--- src/rtl/pmt_pkg.sv ---
package pmt_pkg;
  localparam int DATA_W  = 32;
  localparam int ADDR_W  = 8;
  localparam int N_MATCH = 4;
  localparam int N_CAP   = 2;
  localparam int MCR_W   = 3 * N_MATCH;
  localparam int CCR_W   = 3 * N_CAP;
  localparam int IR_W    = N_MATCH + N_CAP;
  localparam int WORD_W  = ADDR_W - 2;

  localparam logic [WORD_W-1:0] W_IR   = 6'd0;
  localparam logic [WORD_W-1:0] W_CTL  = 6'd1;
  localparam logic [WORD_W-1:0] W_TC   = 6'd2;
  localparam logic [WORD_W-1:0] W_PR   = 6'd3;
  localparam logic [WORD_W-1:0] W_PC   = 6'd4;
  localparam logic [WORD_W-1:0] W_MCR  = 6'd5;
  localparam logic [WORD_W-1:0] W_MR0  = 6'd6;
  localparam logic [WORD_W-1:0] W_CCR  = 6'd10;
  localparam logic [WORD_W-1:0] W_CR0  = 6'd11;
endpackage

--- src/rtl/pmt_count.sv ---
module pmt_count #(
  parameter int TW = 16
) (
  input  logic          clk_i,
  input  logic          rst_ni,
  input  logic          en_i,
  input  logic          hold_i,
  input  logic [TW-1:0] pr_i,
  input  logic          mrst_i,
  input  logic          mstop_i,
  input  logic          wr_tc_i,
  input  logic          wr_pc_i,
  input  logic [TW-1:0] wdata_i,
  output logic [TW-1:0] tc_o,
  output logic [TW-1:0] pc_o,
  output logic          tick_o
);
  logic [TW-1:0] tc_q, pc_q;

  assign tick_o = en_i && !hold_i && (pc_q == pr_i);

  always_ff @(posedge clk_i or negedge rst_ni) begin
    if (!rst_ni) begin
      tc_q <= '0;
      pc_q <= '0;
    end else if (hold_i) begin
      tc_q <= '0;
      pc_q <= '0;
    end else begin
      if (wr_pc_i)     pc_q <= wdata_i;
      else if (tick_o) pc_q <= '0;
      else if (en_i)   pc_q <= pc_q + 1'b1;

      if (wr_tc_i) tc_q <= wdata_i;
      else if (tick_o) begin
        if (mrst_i)        tc_q <= '0;
        else if (!mstop_i) tc_q <= tc_q + 1'b1;
      end
    end
  end

  assign tc_o = tc_q;
  assign pc_o = pc_q;

  AST_HOLD_ZERO: assert property (@(posedge clk_i) disable iff (!rst_ni)
    hold_i |=> (tc_q == '0 && pc_q == '0));

  AST_IDLE_STABLE: assert property (@(posedge clk_i) disable iff (!rst_ni)
    (!en_i && !hold_i && !wr_tc_i) |=> $stable(tc_q));

  AST_TICK_STEP: assert property (@(posedge clk_i) disable iff (!rst_ni)
    (tick_o && !mrst_i && !mstop_i && !wr_tc_i) |=> tc_q == TW'($past(tc_q) + 1'b1));
endmodule

--- src/rtl/pmt_match.sv ---
module pmt_match
  import pmt_pkg::*;
#(
  parameter int TW = 16
) (
  input  logic                        tick_i,
  input  logic [TW-1:0]               tc_i,
  input  logic [N_MATCH-1:0][TW-1:0]  mr_i,
  input  logic [MCR_W-1:0]            mcr_i,
  output logic [N_MATCH-1:0]          irq_set_o,
  output logic                        rst_req_o,
  output logic                        stop_req_o
);
  logic [N_MATCH-1:0] hit, want_rst, want_stop;

  for (genvar k = 0; k < N_MATCH; k++) begin : g_ch
    assign hit[k]       = tick_i && (tc_i == mr_i[k]);
    assign irq_set_o[k] = hit[k] && mcr_i[3*k];
    assign want_rst[k]  = hit[k] && mcr_i[3*k+1];
    assign want_stop[k] = hit[k] && mcr_i[3*k+2];
  end

  assign rst_req_o  = |want_rst;
  assign stop_req_o = |want_stop;
endmodule

--- src/rtl/pmt_capture.sv ---
module pmt_capture
  import pmt_pkg::*;
#(
  parameter int TW = 16
) (
  input  logic                      clk_i,
  input  logic                      rst_ni,
  input  logic [N_CAP-1:0]          cap_i,
  input  logic [CCR_W-1:0]          ccr_i,
  input  logic [TW-1:0]             tc_i,
  output logic [N_CAP-1:0][TW-1:0]  cr_o,
  output logic [N_CAP-1:0]          irq_set_o
);
  logic [N_CAP-1:0] s1_q, s2_q, prev_q, evt;
  logic [N_CAP-1:0][TW-1:0] cr_q;

  always_ff @(posedge clk_i or negedge rst_ni) begin
    if (!rst_ni) begin
      s1_q   <= '0;
      s2_q   <= '0;
      prev_q <= '0;
    end else begin
      s1_q   <= cap_i;
      s2_q   <= s1_q;
      prev_q <= s2_q;
    end
  end

  for (genvar k = 0; k < N_CAP; k++) begin : g_ch
    assign evt[k] = (ccr_i[3*k]   && s2_q[k] && !prev_q[k]) ||
                    (ccr_i[3*k+1] && !s2_q[k] && prev_q[k]);
    assign irq_set_o[k] = evt[k] && ccr_i[3*k+2];

    always_ff @(posedge clk_i or negedge rst_ni) begin
      if (!rst_ni)     cr_q[k] <= '0;
      else if (evt[k]) cr_q[k] <= tc_i;
    end

    AST_CAP_LOAD: assert property (@(posedge clk_i) disable iff (!rst_ni)
      evt[k] |=> cr_q[k] == $past(tc_i));
  end

  assign cr_o = cr_q;
endmodule

--- src/rtl/pmt_timer.sv ---
module pmt_timer
  import pmt_pkg::*;
#(
  parameter int TW = 16
) (
  input  logic              clk_i,
  input  logic              rst_ni,
  input  logic              bus_sel_i,
  input  logic              bus_we_i,
  input  logic [7:0]        bus_addr_i,
  input  logic [31:0]       bus_wdata_i,
  output logic [31:0]       bus_rdata_o,
  input  logic [1:0]        cap_i,
  output logic              irq_o
);
  logic [WORD_W-1:0] word;
  logic wr;
  logic [1:0] ctl_q;
  logic [TW-1:0] pr_q, tc, pc;
  logic [MCR_W-1:0] mcr_q;
  logic [CCR_W-1:0] ccr_q;
  logic [N_MATCH-1:0][TW-1:0] mr_q;
  logic [N_CAP-1:0][TW-1:0] cr;
  logic [IR_W-1:0] ir_q, ir_clr, ir_set;
  logic [N_MATCH-1:0] m_set;
  logic [N_CAP-1:0] c_set;
  logic tick, m_rst, m_stop, ctl_wr;
  logic unused_bits;

  assign word   = bus_addr_i[ADDR_W-1:2];
  assign wr     = bus_sel_i && bus_we_i;
  assign ctl_wr = wr && word == W_CTL;
  assign unused_bits = ^{bus_addr_i[1:0], bus_wdata_i[DATA_W-1:TW]};

  pmt_count #(.TW(TW)) u_count (
    .clk_i, .rst_ni,
    .en_i    (ctl_q[0]),
    .hold_i  (ctl_q[1]),
    .pr_i    (pr_q),
    .mrst_i  (m_rst),
    .mstop_i (m_stop),
    .wr_tc_i (wr && word == W_TC),
    .wr_pc_i (wr && word == W_PC),
    .wdata_i (bus_wdata_i[TW-1:0]),
    .tc_o    (tc),
    .pc_o    (pc),
    .tick_o  (tick)
  );

  pmt_match #(.TW(TW)) u_match (
    .tick_i     (tick),
    .tc_i       (tc),
    .mr_i       (mr_q),
    .mcr_i      (mcr_q),
    .irq_set_o  (m_set),
    .rst_req_o  (m_rst),
    .stop_req_o (m_stop)
  );

  pmt_capture #(.TW(TW)) u_capture (
    .clk_i, .rst_ni,
    .cap_i,
    .ccr_i     (ccr_q),
    .tc_i      (tc),
    .cr_o      (cr),
    .irq_set_o (c_set)
  );

  always_ff @(posedge clk_i or negedge rst_ni) begin
    if (!rst_ni) begin
      ctl_q <= '0;
      pr_q  <= '0;
      mcr_q <= '0;
      ccr_q <= '0;
      mr_q  <= '0;
    end else begin
      if (ctl_wr)      ctl_q <= bus_wdata_i[1:0];
      else if (m_stop) ctl_q[0] <= 1'b0;
      if (wr && word == W_PR)  pr_q  <= bus_wdata_i[TW-1:0];
      if (wr && word == W_MCR) mcr_q <= bus_wdata_i[MCR_W-1:0];
      if (wr && word == W_CCR) ccr_q <= bus_wdata_i[CCR_W-1:0];
      for (int k = 0; k < N_MATCH; k++)
        if (wr && word == WORD_W'(W_MR0 + k)) mr_q[k] <= bus_wdata_i[TW-1:0];
    end
  end

  // set wins over clear so a same-cycle event is not lost
  assign ir_clr = (wr && word == W_IR) ? bus_wdata_i[IR_W-1:0] : '0;
  assign ir_set = {c_set, m_set};

  always_ff @(posedge clk_i or negedge rst_ni) begin
    if (!rst_ni) ir_q <= '0;
    else         ir_q <= (ir_q & ~ir_clr) | ir_set;
  end

  assign irq_o = |ir_q;

  always_comb begin
    bus_rdata_o = '0;
    if (bus_sel_i && !bus_we_i) begin
      unique case (word)
        W_IR:    bus_rdata_o[IR_W-1:0]  = ir_q;
        W_CTL:   bus_rdata_o[1:0]       = ctl_q;
        W_TC:    bus_rdata_o[TW-1:0]    = tc;
        W_PR:    bus_rdata_o[TW-1:0]    = pr_q;
        W_PC:    bus_rdata_o[TW-1:0]    = pc;
        W_MCR:   bus_rdata_o[MCR_W-1:0] = mcr_q;
        W_CCR:   bus_rdata_o[CCR_W-1:0] = ccr_q;
        default: begin
          for (int k = 0; k < N_MATCH; k++)
            if (word == WORD_W'(W_MR0 + k)) bus_rdata_o[TW-1:0] = mr_q[k];
          for (int k = 0; k < N_CAP; k++)
            if (word == WORD_W'(W_CR0 + k)) bus_rdata_o[TW-1:0] = cr[k];
        end
      endcase
    end
  end

  AST_STOP_CLEARS_EN: assert property (@(posedge clk_i) disable iff (!rst_ni)
    (m_stop && !ctl_wr) |=> !ctl_q[0]);

  AST_FLAG_STICKY: assert property (@(posedge clk_i) disable iff (!rst_ni)
    (|(ir_q & ~ir_clr)) |=> ((ir_q & $past(ir_q & ~ir_clr)) == $past(ir_q & ~ir_clr)));

  AST_MATCH_RST: assert property (@(posedge clk_i) disable iff (!rst_ni)
    (m_rst && !(wr && word == W_TC) && !ctl_q[1]) |=> tc == '0);
endmodule

--- config.mk ---
export PLATFORM = sky130hd
export DESIGN_NAME = pmt_timer
export DESIGN_NICKNAME = d
export VERILOG_FILES = /design/src/rtl/pmt_pkg.sv /design/src/rtl/pmt_count.sv /design/src/rtl/pmt_match.sv /design/src/rtl/pmt_capture.sv /design/src/rtl/pmt_timer.sv
export SDC_FILE = /design/constraint.sdc
export NUM_CORES = 1
export LEC_CHECK = 0
export ABC_CLOCK_PERIOD_IN_PS = 4600
export BUFFER_PORTS_ARGS = -buffer_cell sky130_fd_sc_hd__buf_2
export CORE_ASPECT_RATIO = 0.7
export CORE_MARGIN = 5
export CORE_UTILIZATION = 35
export DETAILED_ROUTE_END_ITERATION = 8
export PLACE_DENSITY = 0.58
export SLEW_MARGIN = 25
export SYNTH_ARGS = -nofsm -noshare
export SYNTH_HDL_FRONTEND = slang
export SYNTH_SLANG_ARGS = --single-unit
--- constraint.sdc ---
create_clock -name clk_i -period 4.6 [get_ports clk_i]
set_input_delay 0.69 -clock clk_i [delete_from_list [all_inputs] [get_ports clk_i]]
set_output_delay 0.69 -clock clk_i [all_outputs]
set_load 0.05 [all_outputs]
==> results of run 1 <==
[placed cells by master (no fill, tap or decap), types with 12 or more instances in the layout]
cell type / netlist / layout
conb_1: 1 / 16
a31oi_1: 16 / 16
and3_1: 12 / 12
nand2_1: 64 / 64
a22oi_1: 39 / 39
nand4_1: 25 / 25
dfrtp_1: 176 / 176
buf_2: 15 / 43
a221oi_1: 16 / 16
buf_4: 22 / 19
o21ai_0: 34 / 34
clkbuf_16: 0 / 17
a211oi_1: 18 / 18
mux2_2: 133 / 133
a21oi_1: 36 / 36
xnor2_1: 86 / 86
nand3_1: 35 / 35
nor2_1: 57 / 57
nor3_1: 14 / 14
[routing by layer]
layer / GRT usage / routed length (um) / share of wire / vias up
met5: 0 / 0 / 0 / -
met4: 0.0607 / 603 / 0.017 / 0
met3: 0.0749 / 4120 / 0.12 / 39
met2: 0.269 / 13500 / 0.39 / 428
met1: 0.323 / 16300 / 0.47 / 4145
li1: - / - / - / 3545
[flip-flops by register name, indices dropped and copies added (netlist names)]
name,count
u_capture.s1_q,2
u_count.pc_o,16
ir_q,6
mr_q,64
ctl_q,2
pr_q,16
u_capture.cr_o,32
u_capture.s2_q,2
mcr_q,12
u_count.tc_o,16
ccr_q,6
u_capture.prev_q,2
[area by class of cell]
type	count	area [um^2]
Clock buffer	19	443
Clock inverter	13	186
Fill cell	2910	17700
Inverter	6	22.5
Multi-Input combinational cell	710	5300
Sequential cell	176	4400
Tap cell	378	473
Timing Repair Buffer	64	392
[critical path, cell delays in order]
cell and delay (ns):
buf_2 0.51, nand3_1 0.72, buf_4 0.42, nor2_1 0.09, a31oi_1 0.06, a21oi_1 0.24, a21oi_1 0.14, buf_2 0.28
[synth_stat cells, types with 6 or more instances]
cell | n | share of area
a221oi_1 | 16 | 0.014
a21oi_1 | 36 | 0.018
clkbuf_1 | 32 | 0.012
o21ai_0 | 34 | 0.017
inv_1 | 6 | 0.0022
nand2_1 | 64 | 0.023
buf_4 | 22 | 0.016
a31oi_1 | 16 | 0.0098
nor4_1 | 6 | 0.0037
a22oi_1 | 39 | 0.029
mux2_2 | 133 | 0.15
nor3_1 | 14 | 0.0068
xnor2_1 | 86 | 0.073
nand3_1 | 35 | 0.017
o31ai_1 | 11 | 0.0080
buf_6 | 12 | 0.013
mux2i_1 | 11 | 0.011
nor2_1 | 57 | 0.021
a211oi_1 | 18 | 0.013
and3_1 | 12 | 0.0073
nand4_1 | 25 | 0.015
dfrtp_1 | 176 | 0.43
buf_2 | 15 | 0.0073
[metrics by stage]
| step | worst slack (ns) | std cells | utilization | total power [uW] |
|---|---|---|---|---|
| global placement | 0.753 | 1334 | 0.367 | 2360 |
| CTS | 0.752 | 1366 | 0.388 | 3970 |
| detailed placement | 0.762 | 1334 | 0.367 | 2370 |
| global route | 0.592 | 1366 | 0.388 | 4090 |
| floorplan | 0.738 | 984 | - | 2160 |
| finish | 0.728 | 1366 | 0.388 | 3960 |
[worst paths after layout]
path	startpoint	endpoint	depth (start not counted)
worst max-delay path	bus_addr_i[2]	bus_rdata_o[13]	8
worst min-delay path	rst_ni	u_capture.cr_o[25]	1
worst max register to register	u_count.tc_o[2]	u_count.tc_o[10]	8
worst min register to register	u_capture.s1_q[1]	u_capture.s2_q[1]	0
max in group asynchronous	rst_ni	mr_q[20]	2
min in group clk_i	cap_i[0]	u_capture.s1_q[0]	1
[cell families after synthesis]
| logic type | share of synthesized area |
|---|---|
| AOI/OAI and AO/OA | 0.134 |
| xor gates and xnor gates | 0.0751 |
| adders and majority gates | 0.00244 |
| buffers and inverters | 0.0604 |
| DFF | 0.429 |
| muxes | 0.161 |
| other | 0.000366 |
| and+or+nand+nor | 0.137 |
[power breakdown]
part	internal, uW	switching [uW]	leakage, uW
Combinational	217	407	0.00206
Clock	924	677	0.000296
Sequential	1640	102	0.00238
Total	2780	1190	0.00474
==> run metrics, run 1 <==
Area growth, synth to finish 9.37%; I/O pin count a little under 80; final max-slew violation count 0; CTS root buf clkbuf_16; Fin Clk Skew approximately 0.012 ns; top_reg_cell synth dfrtp_1; Max clock buf depth 2; Critical Path Sink Type output pin; Setup Viol. Count Final 0; sequential element share of the synthesized area 0.429; Post-CTS Hold Fix Bufs 0; nets@finish 1023; unrepaired setup endpoints after global routing false; GRT Total Usage 0.209; Post-CTS Resized 0; initial antenna violation count 0; first-iteration detailed-routing DRC count between 1000 and 1500; first drt pass iteration count 7; Worst EP arrival ~3.2 ns; share of layout cells above drive strength 1 0.260; Critical Path RT ~3.9 ns; HPWL Detailed between 20000 and 25000 um; TritonCTS buffer count 17; CP max FO 23; CTS tree built; DIE AREA between 0.03 and 0.04 mm^2; Final Hold Viols 0; Sink Count between 150 and 200; Final Hold Slack ~0.23 ns; vias in the first global route between 7000 and 8000; pin count of the biggest net entering global routing about 110; Avg Inst Size Synth approximately 11 um^2; EDFF count, synth 0; slew at the pin closest to its max-slew limit ~1 ns; Initial Utilization 0.355; CTS H-tree lvls 4; Core Rows between 50 and 60; grt ovf 0; IO buf count between 40 and 50; maximum VDD drop approximately 0.22 mV; HP Class primary input to async pin; first-pass GRT wire length ~52000 um; final wirelength approximately 35000 um; Post CTS Setup Buffer Count 0; Post-Route Setup TNS 0 ns; crit share post-route 0.842; post-placement cell area between 0.01 and 0.015 mm^2; WS Path Type primary input to output pin; die extent in x about 210 um; Antenna Diode Count 0; Routed Antenna Nets 0; Via Count around 8200; Core ar. between 0.02 and 0.03 mm^2; latest clock arrival within the worst-skew pair around 0.46 ns; worst reg-to-reg setup slack roughly 1.3 ns; WL/cell approximately 25 um; design area between 0.01 and 0.015 mm^2; cell area power density approximately 350 mW/mm^2; fmax between 200 and 300 MHz; final worst path period need approximately 3.9 ns; MaxCap Viol Count 0; share of flip-flops with an asynchronous set or reset 1.00; Vias/cell between 5 and 6; Post-Syn Area between 0.01 and 0.015 mm^2; startpoint types primary input; number of distinct library cells after synthesis 71; status finished clean; #FFs+latches synth around 180; Clk pin slew, worst setup/hold paths around 0.070 ns; Die Ht around 150 um; Slew HR 0.328; synthesized instance count ~970; DRC 0; routability cong. between 0.9 and 1; Static Leak 0.00474 uW; Synthesis Warnings 0
Note: power is estimated with default switching activity, not from simulation.
==> inputs of run 2 (changes only) <==
Settings changed: ABC_CLOCK_PERIOD_IN_PS 4600 to 4100.
Clock period 4.6 ns to 4.1 ns, I/O delays scaled along.
==> run metrics, run 2 (synthesis gave the netlist of run 1 again) <==
RR Startpoint u_count.tc_o[0]; Via Count between 8000 and 9000; Die Ht roughly 150 um; final worst path period need 3.63 ns; worst r2r dst u_count.tc_o[10]; startpoint types primary input; GRT Total Usage 0.206; Post CTS Setup Buffer Count 0; unrepaired setup endpoints after global routing false; cell area power density 392 mW/mm^2; die extent in x ~210 um; Post-CTS Hold Fix Bufs 0; DIE AREA 0.0329 mm^2; Setup Viol. Count Final 0; MaxCap Viol Count 0; reg2reg path depth 8; TritonCTS buffer count 17; Worst EP arrival around 3 ns; Core Rows between 50 and 60; HPWL Detailed around 24000 um; Critical Path Sink Type output pin; Post-Route Setup TNS 0 ns; CTS tree built; Max clock buf depth 2; Initial Utilization 0.355; IO buf count 44; worst reg-to-reg setup slack 0.68 ns; DP Cell Count about 1300; I/O pin count 79; register name with the most flops mr_q; area occupied by multi-input gates about 0.0053 mm^2; fmax ~280 MHz; most common cell after layout, fill and taps aside dfrtp_1; pin count of the biggest net entering global routing around 110; Vias/cell 5.91; routability cong. 0.969; initial antenna violation count 0; CTS H-tree lvls 4; slew at the pin closest to its max-slew limit 0.967 ns; Non-Filler Instances 1372; DRC 0; latest clock arrival within the worst-skew pair roughly 0.45 ns; final wirelength between 30000 and 40000 um; Sink Count 176; HP Class primary input to async pin; CTS root buf clkbuf_16; Slew HR 0.355; Seq. cell area 0.00440 mm^2; vias in the first global route between 7000 and 8000; grt ovf 0; Clk pin slew, worst setup/hold paths 0.07 ns; fillers 2856; Post-CTS Resized 0; Critical path destination bus_rdata_o[13]; Antenna Diode Count 0; first drt pass iteration count 6; share of layout cells above drive strength 1 0.264; Largest register FFs 64; first-pass GRT wire length between 50000 and 60000 um; Area growth, synth to finish 9.79%; Routed Antenna Nets 0; WS Path Type primary input to output pin; Static Leak approximately 0.0048 uW; CP max FO 14; first-iteration detailed-routing DRC count 1050; Fin Clk Skew around 0.012 ns; Critical Path RT around 3.5 ns; Finished Core Util 0.390; WL/cell around 25 um; crit share post-route 0.884; Final Hold Viols 0; nets@finish 1029; worst setup path start bus_addr_i[4]; final max-slew violation count 0; most frequent cells in the layout dfrtp_1, mux2_2, xnor2_1; Core ar. slightly below 0.03 mm^2; status finished clean; maximum VDD drop between 0.2 and 0.25 mV
==> run 2: cell types whose count changed in the layout (fill, tap and decap cells not counted), sizes merged <==
| cell | previous run | this run |
|---|---|---|
| clkinv | 4 | 5 |
| clkinvlp | 4 | 3 |
| buf | 63 | 69 |
==> run 2: critical path: stages <==
cell     delay, ns
buf_2         0.13
nor3_1        0.25
and2_1        0.24
nand3_1       0.53
buf_4         0.42
nor2_1        0.10
a31oi_1       0.06
a21oi_1       0.23
a21oi_1       0.14
buf_2         0.28
==> run 2: layer usage <==
metal	wire length, um	up-vias	track usage
li1	-	3544	-
met1	17000	4098	0.327
met2	12800	416	0.256
met3	3620	48	0.0690
met4	772	0	0.0586
met5	0	-	0
==> run 2: worst min-delay path by stage <==
| stage | startpoint | to | slack, ns | cells after the start |
|---|---|---|---|---|
| after floorplan | rst_ni | ccr_q[0] | 0.32 | 0 |
| after global placement | u_capture.s1_q[0] | u_capture.s2_q[0] | 0.33 | 0 |
| after detailed placement | u_capture.s1_q[0] | u_capture.s2_q[0] | 0.34 | 0 |
| after CTS | cap_i[0] | u_capture.s1_q[0] | 0.26 | 1 |
| after global routing | cap_i[0] | u_capture.s1_q[0] | 0.25 | 1 |
| final | rst_ni | u_count.pc_o[10] | 0.25 | 1 |
==> run 2: cell type report <==
type                    instances  share of cell area
clock buffers                  19              0.0384
inverters                       6             0.00200
well taps                     378              0.0420
flip-flops and latches        176               0.391
repair buffers                 70              0.0388
clock inverters                13              0.0167
multi-input cells             710               0.471
==> run 2: stage by stage <==
step	setup WS (ns)	hold slack, ns	total power [uW]	instance area [um^2]
floorplan	0.388	0.319	2420	10300
global placement	0.561	0.333	2650	10600
detailed placement	0.545	0.342	2660	10600
CTS	0.529	0.255	4410	11300
global route	0.399	0.255	4570	11300
finish	0.475	0.250	4410	11300
==> run 2: power by group <==
| part | internal, uW | switching [uW] |
|---|---|---|
| logic | 246 | 453 |
| registers | 1840 | 114 |
| clock network | 1020 | 742 |
| total | 3110 | 1310 |
==> inputs of run 3 (changes only) <==
Settings changed: CTS_BUF_LIST set to sky130_fd_sc_hd__clkbuf_16, SKIP_CTS_REPAIR_TIMING set to 1.
==> run metrics, run 3 (synthesis gave the netlist of run 1 again) <==
unrepaired setup endpoints after global routing false; worst reg-to-reg setup slack roughly 0.66 ns; most common cell after layout, fill and taps aside dfrtp_1; DRC 0; pin count of the biggest net entering global routing 107; Post-Route Setup TNS 0 ns; Non-Filler Instances around 1400; Sink Count 176; CTS H-tree lvls 4; I/O pin count 79; Fin Clk Skew around 0.013 ns; Setup Viol. Count Final 0; worst setup path start bus_addr_i[4]; first-iteration detailed-routing DRC count ~1100; crit share post-route 0.882; routability cong. roughly 0.97; HP Class primary input to async pin; Vias/cell between 5 and 6; reg2reg path depth 8; Worst EP arrival 3.00 ns; final max-slew violation count 0; CTS tree built; HPWL Detailed around 24000 um; Critical Path Slowest Stage Cell nand3_1; fmax roughly 280 MHz; final wirelength about 34000 um; share of layout cells above drive strength 1 0.264; RR Startpoint u_count.tc_o[0]; Area growth, synth to finish 9.79%; Via Count ~8000; Largest register FFs 64; first-pass GRT wire length just over 50000 um; most frequent cells in the layout dfrtp_1, mux2_2, xnor2_1; cell area power density just under 400 mW/mm^2; CTS root buf clkbuf_16; Static Leak roughly 0.0048 uW; DP Cell Count 1340; design area between 0.01 and 0.015 mm^2; Core ar. around 0.029 mm^2; grt ovf 0; WL/cell around 25 um; post-placement cell area 0.0106 mm^2; register name with the most flops mr_q; Core Rows 52; IO buf count 44; DIE AREA about 0.033 mm^2; slowest stage delay, CP around 0.52 ns; Critical Path Sink Type output pin; slew at the pin closest to its max-slew limit 0.973 ns; GRT Total Usage 0.206; Slew HR 0.351; latest clock arrival within the worst-skew pair 0.45 ns; Routed Antenna Nets 0; status finished clean; TritonCTS buffer count 17; first drt pass iteration count 6; Finished Core Util 0.390; worst r2r dst u_count.tc_o[10]; maximum VDD drop roughly 0.24 mV; Final Hold Viols 0; Max clock buf depth 2; startpoint types primary input; Die Ht 153 um; final worst path period need between 3 and 4 ns; Initial Utilization 0.355; WS Path Type primary input to output pin; nets@finish a little over 1000; die extent in x around 210 um; vias in the first global route about 7700; Clk pin slew, worst setup/hold paths roughly 0.07 ns; Critical Path RT about 3.5 ns; crit-path cells buf_2 > nor3_1 > and2_1 > nand3_1 > buf_4 > nor2_1 > a31oi_1 > a21oi_1 > a21oi_1 > buf_2; CP max FO 14; MaxCap Viol Count 0; Antenna Diode Count 0; Critical path destination bus_rdata_o[13]; initial antenna violation count 0
## run 3: cell count changes in the layout (fill, tap and decap cells not counted), sizes merged
cell,before,now
clkbuf,20,18
inv,7,9
## run 3: final cells by class
type	instances	area, um^2
inverter	6	22.5
sequential	176	4400
timing repair buffer	70	437
clock buffer	17	425
tap	378	473
fill	2856	17600
clock inverter	15	195
multi-input combinational	710	5310
## run 3: layer usage
layer,global-route usage,part of all wire
met5,0,0
met4,0.0586,0.022
met3,0.0690,0.10
met2,0.256,0.37
met1,0.327,0.50
## run 3: critical path, delay by kind of cell
kind | cells | cell delay [ns]
compound gates | 3 | 0.44
simple gates | 4 | 1.11
buf+inv | 3 | 0.82
## run 3: worst min path at each step
stage / startpoint / endpoint / slack (ns) / depth (start not counted)
3_5_place_dp: u_capture.s1_q[0] / u_capture.s2_q[0] / 0.34 / 0
5_1_grt: cap_i[0] / u_capture.s1_q[0] / 0.25 / 1
4_1_cts: cap_i[0] / u_capture.s1_q[0] / 0.26 / 1
2_1_floorplan: rst_ni / ccr_q[0] / 0.32 / 0
6_report: rst_ni / u_count.pc_o[10] / 0.24 / 1
3_3_place_gp: u_capture.s1_q[0] / u_capture.s2_q[0] / 0.33 / 0
## run 3: metrics by stage
| step | hold WS, ns | setup slack (ns) | total power, uW |
|---|---|---|---|
| 2_1_floorplan | 0.319 | 0.388 | 2420 |
| 3_3_place_gp | 0.333 | 0.561 | 2650 |
| 3_5_place_dp | 0.342 | 0.545 | 2660 |
| 4_1_cts | 0.255 | 0.529 | 4410 |
| 5_1_grt | 0.255 | 0.399 | 4570 |
| 6_report | 0.242 | 0.486 | 4410 |
## run 3: where the power goes
part | switching, uW | leakage, uW | total [uW] | internal [uW]
sequential | 114 | 0.00238 | 1950 | 1840
combinational | 454 | 0.00209 | 700 | 246
clock | 743 | 0.000302 | 1760 | 1020
total | 1310 | 0.00478 | 4410 | 3100
